$ cat src/rtl/adc_rd_pkg.sv
package adc_rd_pkg;
  typedef enum logic [1:0] {
    PH_CONV  = 2'd0,
    PH_SLEEP = 2'd1,
    PH_SHIFT = 2'd2
  } phase_e;
endpackage

$ cat src/rtl/adc_rd_rst_sync.sv
module adc_rd_rst_sync (
  input  logic clk,
  input  logic rst_n,
  output logic rst_sync_n
);
  logic [1:0] stg_q;

  always_ff @(posedge clk or negedge rst_n) begin
    if (!rst_n) stg_q <= 2'b00;
    else        stg_q <= {stg_q[0], 1'b1};
  end

  assign rst_sync_n = stg_q[1];
endmodule

$ cat src/rtl/adc_rd_sync.sv
module adc_rd_sync #(
  parameter logic RST_VAL = 1'b0
) (
  input  logic clk,
  input  logic rst_n,
  input  logic d,
  output logic q
);
  logic m_q, s_q;

  always_ff @(posedge clk or negedge rst_n) begin
    if (!rst_n) begin
      m_q <= RST_VAL;
      s_q <= RST_VAL;
    end else begin
      m_q <= d;
      s_q <= m_q;
    end
  end

  assign q = s_q;
endmodule

$ cat src/rtl/adc_rd_conv_timer.sv
module adc_rd_conv_timer #(
  parameter int CONV_CYCLES = 1000
) (
  input  logic clk,
  input  logic rst_n,
  input  logic run,
  output logic done
);
  localparam int CW = (CONV_CYCLES > 1) ? $clog2(CONV_CYCLES) : 1;
  localparam logic [CW-1:0] LAST = CW'(CONV_CYCLES - 1);

  logic [CW-1:0] cnt_q, cnt_d;
  logic          cnt_en;

  always_comb begin
    done   = run && (cnt_q == LAST);
    cnt_en = 1'b1;
    if (!run || done) cnt_d = '0;
    else              cnt_d = cnt_q + 1'b1;
  end

  always_ff @(posedge clk or negedge rst_n) begin
    if (!rst_n)      cnt_q <= '0;
    else if (cnt_en) cnt_q <= cnt_d;
  end
endmodule

$ cat src/rtl/adc_rd_shifter.sv
module adc_rd_shifter #(
  parameter int DW = 16
) (
  input  logic          clk,
  input  logic          rst_n,
  input  logic          cap,
  input  logic [DW-1:0] samp,
  input  logic          load,
  input  logic          adv,
  output logic [DW-1:0] held,
  output logic          bit_o,
  output logic          last
);
  localparam int BW = (DW > 1) ? $clog2(DW) : 1;
  localparam logic [BW-1:0] LAST_IDX = BW'(DW - 1);

  logic [DW-1:0] held_q, sh_q, sh_d;
  logic [BW-1:0] idx_q, idx_d;
  logic          sh_en;

  always_ff @(posedge clk or negedge rst_n) begin
    if (!rst_n)   held_q <= '0;
    else if (cap) held_q <= samp;
  end

  always_comb begin
    sh_en = load || adv;
    sh_d  = sh_q;
    idx_d = idx_q;
    if (load) begin
      sh_d  = held_q;
      idx_d = '0;
    end else if (adv) begin
      sh_d  = {sh_q[DW-2:0], 1'b0};
      idx_d = idx_q + 1'b1;
    end
  end

  always_ff @(posedge clk or negedge rst_n) begin
    if (!rst_n) begin
      sh_q  <= '0;
      idx_q <= '0;
    end else if (sh_en) begin
      sh_q  <= sh_d;
      idx_q <= idx_d;
    end
  end

  assign held  = held_q;
  assign bit_o = sh_q[DW-1];
  assign last  = (idx_q == LAST_IDX);
endmodule

$ cat src/rtl/adc_rd_ctrl.sv
module adc_rd_ctrl #(
  parameter int DW          = 16,
  parameter int CONV_CYCLES = 1000
) (
  input  logic          clk,
  input  logic          rst_n,
  input  logic          cs_n,
  input  logic          sclk,
  input  logic [DW-1:0] sample_i,
  output logic          sdo,
  output logic          sdo_oe,
  output logic          low_pwr
);
  import adc_rd_pkg::*;

  logic   rst_int_n;
  logic   cs_s, sclk_s, cs_q, sclk_q;
  logic   cs_rise, sclk_fall;
  logic   conv_done, cap, load, adv, sh_bit, sh_last;
  logic [DW-1:0] held;
  phase_e phase_q, phase_d;

  adc_rd_rst_sync u_rst (.clk(clk), .rst_n(rst_n), .rst_sync_n(rst_int_n));

  adc_rd_sync #(.RST_VAL(1'b1)) u_cs_sync (
    .clk(clk), .rst_n(rst_int_n), .d(cs_n), .q(cs_s));
  adc_rd_sync #(.RST_VAL(1'b0)) u_sclk_sync (
    .clk(clk), .rst_n(rst_int_n), .d(sclk), .q(sclk_s));

  always_ff @(posedge clk or negedge rst_int_n) begin
    if (!rst_int_n) begin
      cs_q   <= 1'b1;
      sclk_q <= 1'b0;
    end else begin
      cs_q   <= cs_s;
      sclk_q <= sclk_s;
    end
  end

  assign cs_rise   = cs_s && !cs_q;
  assign sclk_fall = sclk_q && !sclk_s;

  adc_rd_conv_timer #(.CONV_CYCLES(CONV_CYCLES)) u_timer (
    .clk(clk), .rst_n(rst_int_n), .run(phase_q == PH_CONV), .done(conv_done));

  always_comb begin
    phase_d = phase_q;
    case (phase_q)
      PH_CONV:  if (conv_done) phase_d = PH_SLEEP;
      PH_SLEEP: if (!cs_s && !sclk_s) phase_d = PH_SHIFT;
      PH_SHIFT: begin
        if (cs_rise)                   phase_d = PH_CONV;
        else if (sclk_fall && sh_last) phase_d = PH_CONV;
      end
      default:  phase_d = PH_CONV;
    endcase
  end

  always_ff @(posedge clk or negedge rst_int_n) begin
    if (!rst_int_n) phase_q <= PH_CONV;
    else            phase_q <= phase_d;
  end

  assign cap  = conv_done;
  assign load = (phase_q == PH_SLEEP) && (phase_d == PH_SHIFT);
  assign adv  = (phase_q == PH_SHIFT) && sclk_fall && !cs_rise;

  adc_rd_shifter #(.DW(DW)) u_shift (
    .clk(clk), .rst_n(rst_int_n), .cap(cap), .samp(sample_i),
    .load(load), .adv(adv), .held(held), .bit_o(sh_bit), .last(sh_last));

  assign sdo     = (phase_q == PH_SHIFT) ? sh_bit : 1'b1;
  assign sdo_oe  = !cs_s;
  assign low_pwr = (phase_q == PH_SLEEP) && cs_s;
endmodule

$ cat config.mk
export PLATFORM = sky130hd
export DESIGN_NAME = adc_rd_ctrl
export DESIGN_NICKNAME = d
export VERILOG_FILES = /design/src/rtl/adc_rd_pkg.sv /design/src/rtl/adc_rd_rst_sync.sv /design/src/rtl/adc_rd_sync.sv /design/src/rtl/adc_rd_conv_timer.sv /design/src/rtl/adc_rd_shifter.sv /design/src/rtl/adc_rd_ctrl.sv
export SDC_FILE = /design/constraint.sdc
export NUM_CORES = 1
export LEC_CHECK = 0
export BUFFER_PORTS_ARGS = -buffer_cell sky130_fd_sc_hd__buf_2
export CAP_MARGIN = 30
export CORE_ASPECT_RATIO = 1.4
export CORE_MARGIN = 2
export CORE_UTILIZATION = 30
export CTS_BUF_LIST = sky130_fd_sc_hd__clkbuf_16
export DETAILED_ROUTE_END_ITERATION = 6
export GPL_TIMING_DRIVEN = 0
export PLACE_DENSITY_LB_ADDON = 0.1
export SYNTH_ARGS = -nofsm -noshare
export SYNTH_HDL_FRONTEND = slang
export SYNTH_SLANG_ARGS = --single-unit
$ cat constraint.sdc
create_clock -name clk -period 3 [get_ports clk]
set_input_delay 0.45 -clock clk [delete_from_list [all_inputs] [get_ports clk]]
set_output_delay 0.45 -clock clk [all_outputs]
set_load 0.01 [all_outputs]
==> results.py, run 1 <==
metrics = {
    "timing": {
        "fin_skew_ns": 0.00928,
        "min_period_ns": 2.49,
        "slew_headroom_pct": 40.0,
        "hold_viol": 0,
        "finalCritPeriodShare_pct": 83.0,
        "setup_viol": 0,
        "drv_slew": 0,
        "tns_ns": 0,
        "fmaxAchievable_mhz": 402,
        "worst_pin_slew_ns": 0.897,
        "rsz0062_at_grt": "no",
    },
    "cells_and_area": {
        "layout.nets": 250,
        "antenna_cells": 0,
        "layout-drive-gt1-share_pct": 24.0,
        "design_area_sq_mm": 0.00270,
        "synthToLayoutAreaGrowth_pct": 17.9,
    },
    "routing": {
        "route.detailed.drc": 0,
        "dr_total_vias": 1527,
        "drtPass1Iterations": 4,
        "via_per_inst": 4.68,
        "drt_iter0_markers": 81,
        "wl_per_cell_um": 13.5,
        "final_antenna_net_count": 0,
        "wirelength_um": 4410,
    },
    "yosys": {
        "ys.flop_type": "dfrtp_1",
        "ys_types": 36,
        "async_reset_ff_share_pct": 100,
        "synth_cells": 197,
        "syn-cell-area_sq_mm": 0.00229,
        "synth_warnings": 0,
        "synth_fp_nets": 219,
        "yosysSeqAreaShare_pct": 61.4,
        "synth_edf_count": 0,
        "avgSynthCellArea_sq_um": 11.6,
        "synth_seq_cells": 56,
    },
    "power_and_ir_drop": {
        "switching_share_pct": 21.4,
        "pwr-share-seq_pct": 55.7,
        "pwr-share-comb_pct": 2.0,
        "leakage_nw": 1.24,
        "power_switching_uw": 296,
        "ir_worst_vdd_uv": 205,
        "pwr-share-clk_pct": 42.3,
        "p_int_mw": 1.09,
        "power_density_mw_per_mm2": 512,
    },
    "die": {
        "die_h_um": 107,
        "coreArea_sq_mm": 0.00736,
        "die-area_sq_mm": 0.00835,
        "ioPinCount": 23,
        "start_util_pct": 31.1,
        "rows": 37,
        "die_w_um": 77.8,
    },
    "grt": {
        "grt_usage_pct": 11.9,
        "grt_pass1_vias": 1608,
        "gr-total-overflow": 0,
        "grt_max_degree": 32,
        "antenna_found_initial": 0,
        "grt_pass1_wl_um": 7760,
    },
    "clock_tree": {
        "numCtsBuffers": 5,
        "post_cts_buffers": 0,
        "cts.sinks": 56,
        "cts_htree_levels": 2,
        "clk_latency_ns": 0.29,
        "clkTransAtPathRegs_ns": 0.07,
        "cts_root_buf": "clkbuf_16",
        "cts_tree": "built",
        "max-clock-path-buffers": 2,
    },
    "critical_path": {
        "required_ns": 3.17,
        "critical_path_peak_fanout": 10,
        "critPathArrivalTime_ns": 2.66,
        "endpoint_kind": "flip-flop",
        "cp-start-kind": "flip-flop",
        "worstSetupPathType": "flip-flop to flip-flop",
    },
    "placement": {
        "gp_congestion": 0.665,
        "hpwlAfterDp_um": 3110,
        "place_area_sq_mm": 0.00254,
        "placement.io_buffers": 22,
    },
    "hold_path": {
        "hp-class": "primary input to flip-flop",
    },
    "flow_run": {
        "maxCapViolCount": 0,
    },
    "outcome": {
        "status": "completed",
    },
}
timing repair:
item                                   4_1_cts  5_1_grt
hold buffers                                 1        0
endpoints found under the hold margin        2        0
resized for setup                            0        0
cells by family after synthesis:
group | share of synthesized area [%]
AND/OR/NAND/NOR | 15.0
flip-flops | 61.4
AO/OA/AOI/OAI | 7.98
multiplexers | 8.75
buffers and inverters | 2.51
XOR/XNOR | 3.06
adder cells (fa/ha/maj) | 1.09
other | 0.164
cell type report:
type / count / area [sq um]
fill: 729 / 4660
inverter: 6 / 22.5
sequential: 56 / 1410
multi-input combinational: 128 / 826
tap: 97 / 121
clock buffer: 5 / 125
timing repair buffer: 24 / 140
buffer: 7 / 35.0
clock inverter: 3 / 21.3
flip-flops by register name, indices dropped and copies added, names as in the netlist:
name / flops
u_shift.held: 16
u_rst.stg_q: 2
u_shift.idx_q: 4
cs_q: 1
u_sclk_sync.q: 1
u_cs_sync.m_q: 1
sclk_q: 1
u_timer.cnt_q: 10
phase_q: 2
u_shift.sh_q: 16
u_cs_sync.q: 1
u_sclk_sync.m_q: 1
cells in the mapped netlist, types with 2 or more instances:
master | n | area [sq um]
dfrtp_1 | 53 | 1330
nand2_1 | 39 | 146
mux2_2 | 16 | 180
a22oi_1 | 14 | 105
nor2_1 | 14 | 52.6
inv_1 | 6 | 22.5
nand3_1 | 6 | 30.0
xnor2_1 | 6 | 52.6
clkbuf_1 | 5 | 18.8
nor3_1 | 4 | 20.0
dfstp_2 | 3 | 78.8
nand4_1 | 3 | 18.8
ha_1 | 2 | 25.0
mux2i_1 | 2 | 20.0
o21ai_0 | 2 | 10.0
xor2_1 | 2 | 17.5
stage by stage:
step           hold slack (ns)  util, %  setup slack, ns  cells  power [mW]
5_1_grt                  0.239     36.6            0.329    326        1.44
3_3_place_gp             0.235     34.2            0.480    316       0.810
3_5_place_dp             0.238     34.5            0.481    317       0.814
2_1_floorplan            0.154        -            0.794    197       0.791
4_1_cts                  0.239     36.6            0.464    326        1.41
6_report                 0.249     36.6            0.510    326        1.38
worst paths after layout:
| check | from | end | cells past startpoint | slack (ns) |
|---|---|---|---|---|
| min | cs_n | u_cs_sync.m_q | 1 | 0.25 |
| max | u_timer.cnt_q[0] | u_shift.held[13] | 7 | 0.51 |
| max reg2reg | u_timer.cnt_q[0] | u_shift.held[13] | 7 | 0.51 |
| min in group asynchronous | u_rst.stg_q[1] | u_timer.cnt_q[0] | 0 | 0.26 |
| min reg2reg | u_rst.stg_q[1] | u_timer.cnt_q[0] | 0 | 0.26 |
| max in group asynchronous | u_rst.stg_q[1] | u_shift.sh_q[4] | 1 | 2.17 |
power by group through the flow:
stage	logic (mW)	clock network, mW	registers [mW]
final	0.0275	0.584	0.771
after global routing	0.0316	0.640	0.773
after CTS	0.0289	0.612	0.772
after detailed placement	0.0278	0	0.786
after global placement	0.0162	0	0.794
after floorplan	0.00288	0	0.788
placed cells by master, fill, tap and decap left out, drive strengths merged, types with 5 or more instances in the layout:
master,n
nand3,6
xnor2,6
nand2,39
a22oi,14
inv,7
clkbuf,10
nor2,14
buf,25
nor3,5
dfrtp,53
mux2,16
per-layer routing:
| metal | vias to the layer above | GRT usage, % | wire (um) |
|---|---|---|---|
| met5 | - | 0 | 0 |
| met4 | 0 | 4.97 | 80 |
| met3 | 7 | 2.77 | 142 |
| met2 | 23 | 20.1 | 2190 |
| met1 | 756 | 14.6 | 2000 |
| li1 | 741 | - | - |
worst max-delay path, stage by stage, from the launching register on:
cell	delay [ns]
dfrtp_1	0.41
ha_1	0.24
nand2_1	0.11
or4b_1	0.47
buf_2	0.17
nor3_4	0.40
buf_6	0.22
mux2_2	0.34
(Power assumes the default switching activity.)
==> run 2: changes to the inputs <==
==> constraint.sdc (replaced) <==
create_clock -name clk -period 2.1 [get_ports clk]
set_input_delay 0.315 -clock clk [delete_from_list [all_inputs] [get_ports clk]]
set_output_delay 0.315 -clock clk [all_outputs]
set_load 0.01 [all_outputs]
==> results.py, run 2 (synthesis gave the netlist of run 1 again) <==
metrics = {
    "grt": {
        "gr-total-overflow": 0,
        "grt_usage_pct": 12.7,
        "grt_pass1_vias": 1714,
        "antenna_found_initial": 0,
        "grt_pass1_wl_um": 8250,
        "grt_max_degree": 40,
    },
    "cells_and_area": {
        "antenna_cells": 0,
        "fill_cells": 761,
        "layout.nets": 259,
        "mostFrequentLayoutCells": "dfrtp_1 (52), nand2_1 (38), buf_2 (22)",
        "multi_input_area_sq_um": 922,
        "synthToLayoutAreaGrowth_pct": 25.3,
        "design_area_sq_mm": 0.00287,
        "seq_area_sq_mm": 0.00141,
        "layout-drive-gt1-share_pct": 28.2,
        "final_util_pct": 38.9,
        "final_common_cell": "dfrtp_1",
    },
    "hold_path": {
        "min_from": "cs_n",
        "min_delay_path_depth": 1,
        "hold-path-endpoint": "u_cs_sync.m_q",
        "hp-class": "primary input to flip-flop",
    },
    "clock_tree": {
        "cts_root_buf": "clkbuf_16",
        "clk_latency_ns": 0.29,
        "clkTransAtPathRegs_ns": 0.07,
        "cts.sinks": 56,
        "max-clock-path-buffers": 2,
        "numCtsBuffers": 5,
        "cts_tree": "built",
        "cts_htree_levels": 2,
    },
    "routing": {
        "wl_met3_um": 141,
        "dr_total_vias": 1553,
        "wirelength_um": 4730,
        "wl_met1_um": 2190,
        "route.met2.wl_um": 2340,
        "via_per_inst": 4.64,
        "drtPass1Iterations": 4,
        "route.detailed.drc": 0,
        "wl_per_cell_um": 14.1,
        "highest_layer": "met4",
        "final_antenna_net_count": 0,
        "drt_iter0_markers": 44,
    },
    "timing": {
        "worst_pin_slew_ns": 0.516,
        "fmaxAchievable_mhz": 488,
        "slew_headroom_pct": 65.6,
        "rsz0062_at_grt": "yes",
        "drv_slew": 0,
        "fin_ws_ns": 0.0522,
        "setup_viol": 0,
        "finalCritPeriodShare_pct": 97.5,
        "hold_viol": 0,
        "fin_skew_ns": 0.00513,
        "min_period_ns": 2.05,
    },
    "critical_path": {
        "reg2regPathDepth": 6,
        "required_ns": 2.27,
        "critical_path_peak_fanout": 5,
        "cp-start-kind": "flip-flop",
        "endpoint_kind": "flip-flop",
        "rrSetupSlack_ns": 0.05,
        "reg2reg_from": "u_timer.cnt_q[1]",
        "critPathArrivalTime_ns": 2.22,
        "worstSetupPathType": "flip-flop to flip-flop",
        "timing.rr.end": "u_shift.held[13]",
    },
    "flow_run": {
        "maxCapViolCount": 0,
    },
    "power_and_ir_drop": {
        "switching_share_pct": 20.5,
        "pwr-share-clk_pct": 41.0,
        "p_int_mw": 1.54,
        "leakage_nw": 1.31,
        "pwr-share-seq_pct": 56.7,
        "pwr-share-comb_pct": 2.3,
        "ir_worst_vdd_uv": 287,
        "power_mw": 1.94,
        "power_switching_uw": 397,
        "power_density_mw_per_mm2": 676,
    },
    "die": {
        "die_w_um": 77.8,
        "coreArea_sq_mm": 0.00736,
        "ioPinCount": 23,
        "start_util_pct": 31.1,
        "die_h_um": 107,
        "die-area_sq_mm": 0.00835,
        "rows": 37,
    },
    "placement": {
        "place_area_sq_mm": 0.00254,
        "placement.io_buffers": 22,
        "dp_slack_ns": -0.344,
        "hpwlAfterDp_um": 3080,
        "gp_congestion": 0.663,
    },
    "outcome": {
        "status": "completed",
    },
}
## run 2: cell types whose count changed in the layout (fill, tap and decap cells not counted), moves of 2 or more
cell	before	now
buf_6	1	4
inv_1	6	8
mux2_2	16	2
buf_4	0	7
mux2_4	0	14
## run 2: cell type report
type,count,share of cell area (%)
timing repair buffer,34,7.90
multi-input combinational,128,32.2
buffer,6,1.05
inverter,6,0.786
clock inverter,3,0.436
tap,97,4.23
sequential,56,49.1
clock buffer,5,4.36
## run 2: worst max-delay path, cell delays in order, from the launching register on
cell and delay, ns:
dfrtp_1 0.40, ha_4 0.16, nand2_4 0.04, or4b_4 0.53
nor3_4 0.30, buf_6 0.20, mux2_4 0.30
## run 2: power by group through the flow
stage / Combinational, mW / Sequential, mW / Clock, mW
detailed placement: 0.0428 / 1.12 / 0
global placement: 0.0231 / 1.13 / 0
floorplan: 0.00411 / 1.13 / 0
finish: 0.0439 / 1.10 / 0.794
CTS: 0.0451 / 1.10 / 0.830
global route: 0.0508 / 1.10 / 0.869
## run 2: metal layers
layer / up-vias / track usage, %
li1: 754 / -
met3: 5 / 3.78
met5: - / 0
met1: 776 / 15.1
met4: 0 / 4.59
met2: 18 / 21.6
## run 2: through the flow
stage,hold slack (ns),TNS (ns),std cells
finish,0.128,0,335
global route,0.112,-0.0384,335
CTS,0.120,-0.965,335
detailed placement,0.103,-8.03,317
global placement,0.100,-26.79,316
floorplan,0.0194,-0.319,197
## run 2: worst max-delay path by stage
stage / start / endpoint / depth (start not counted)
floorplan: u_timer.cnt_q[0] / u_shift.held[10] / 7
global placement: u_rst.stg_q[1] / u_shift.held[4] / 0
detailed placement: u_timer.cnt_q[0] / u_shift.held[6] / 7
CTS: u_timer.cnt_q[0] / u_shift.held[1] / 7
global route: u_timer.cnt_q[1] / u_shift.held[13] / 6
finish: u_timer.cnt_q[1] / u_shift.held[13] / 6
## run 2: what timing repair did
action / CTS / global route
hold buffers: 1 / 0
buffers inserted: 8 / 1
endpoints found under the hold margin: 2 / 0
endpoints found under the setup margin: 38 / 34
cloned: 1 / 0
pin swaps: 3 / 2
resized for setup: 20 / 7
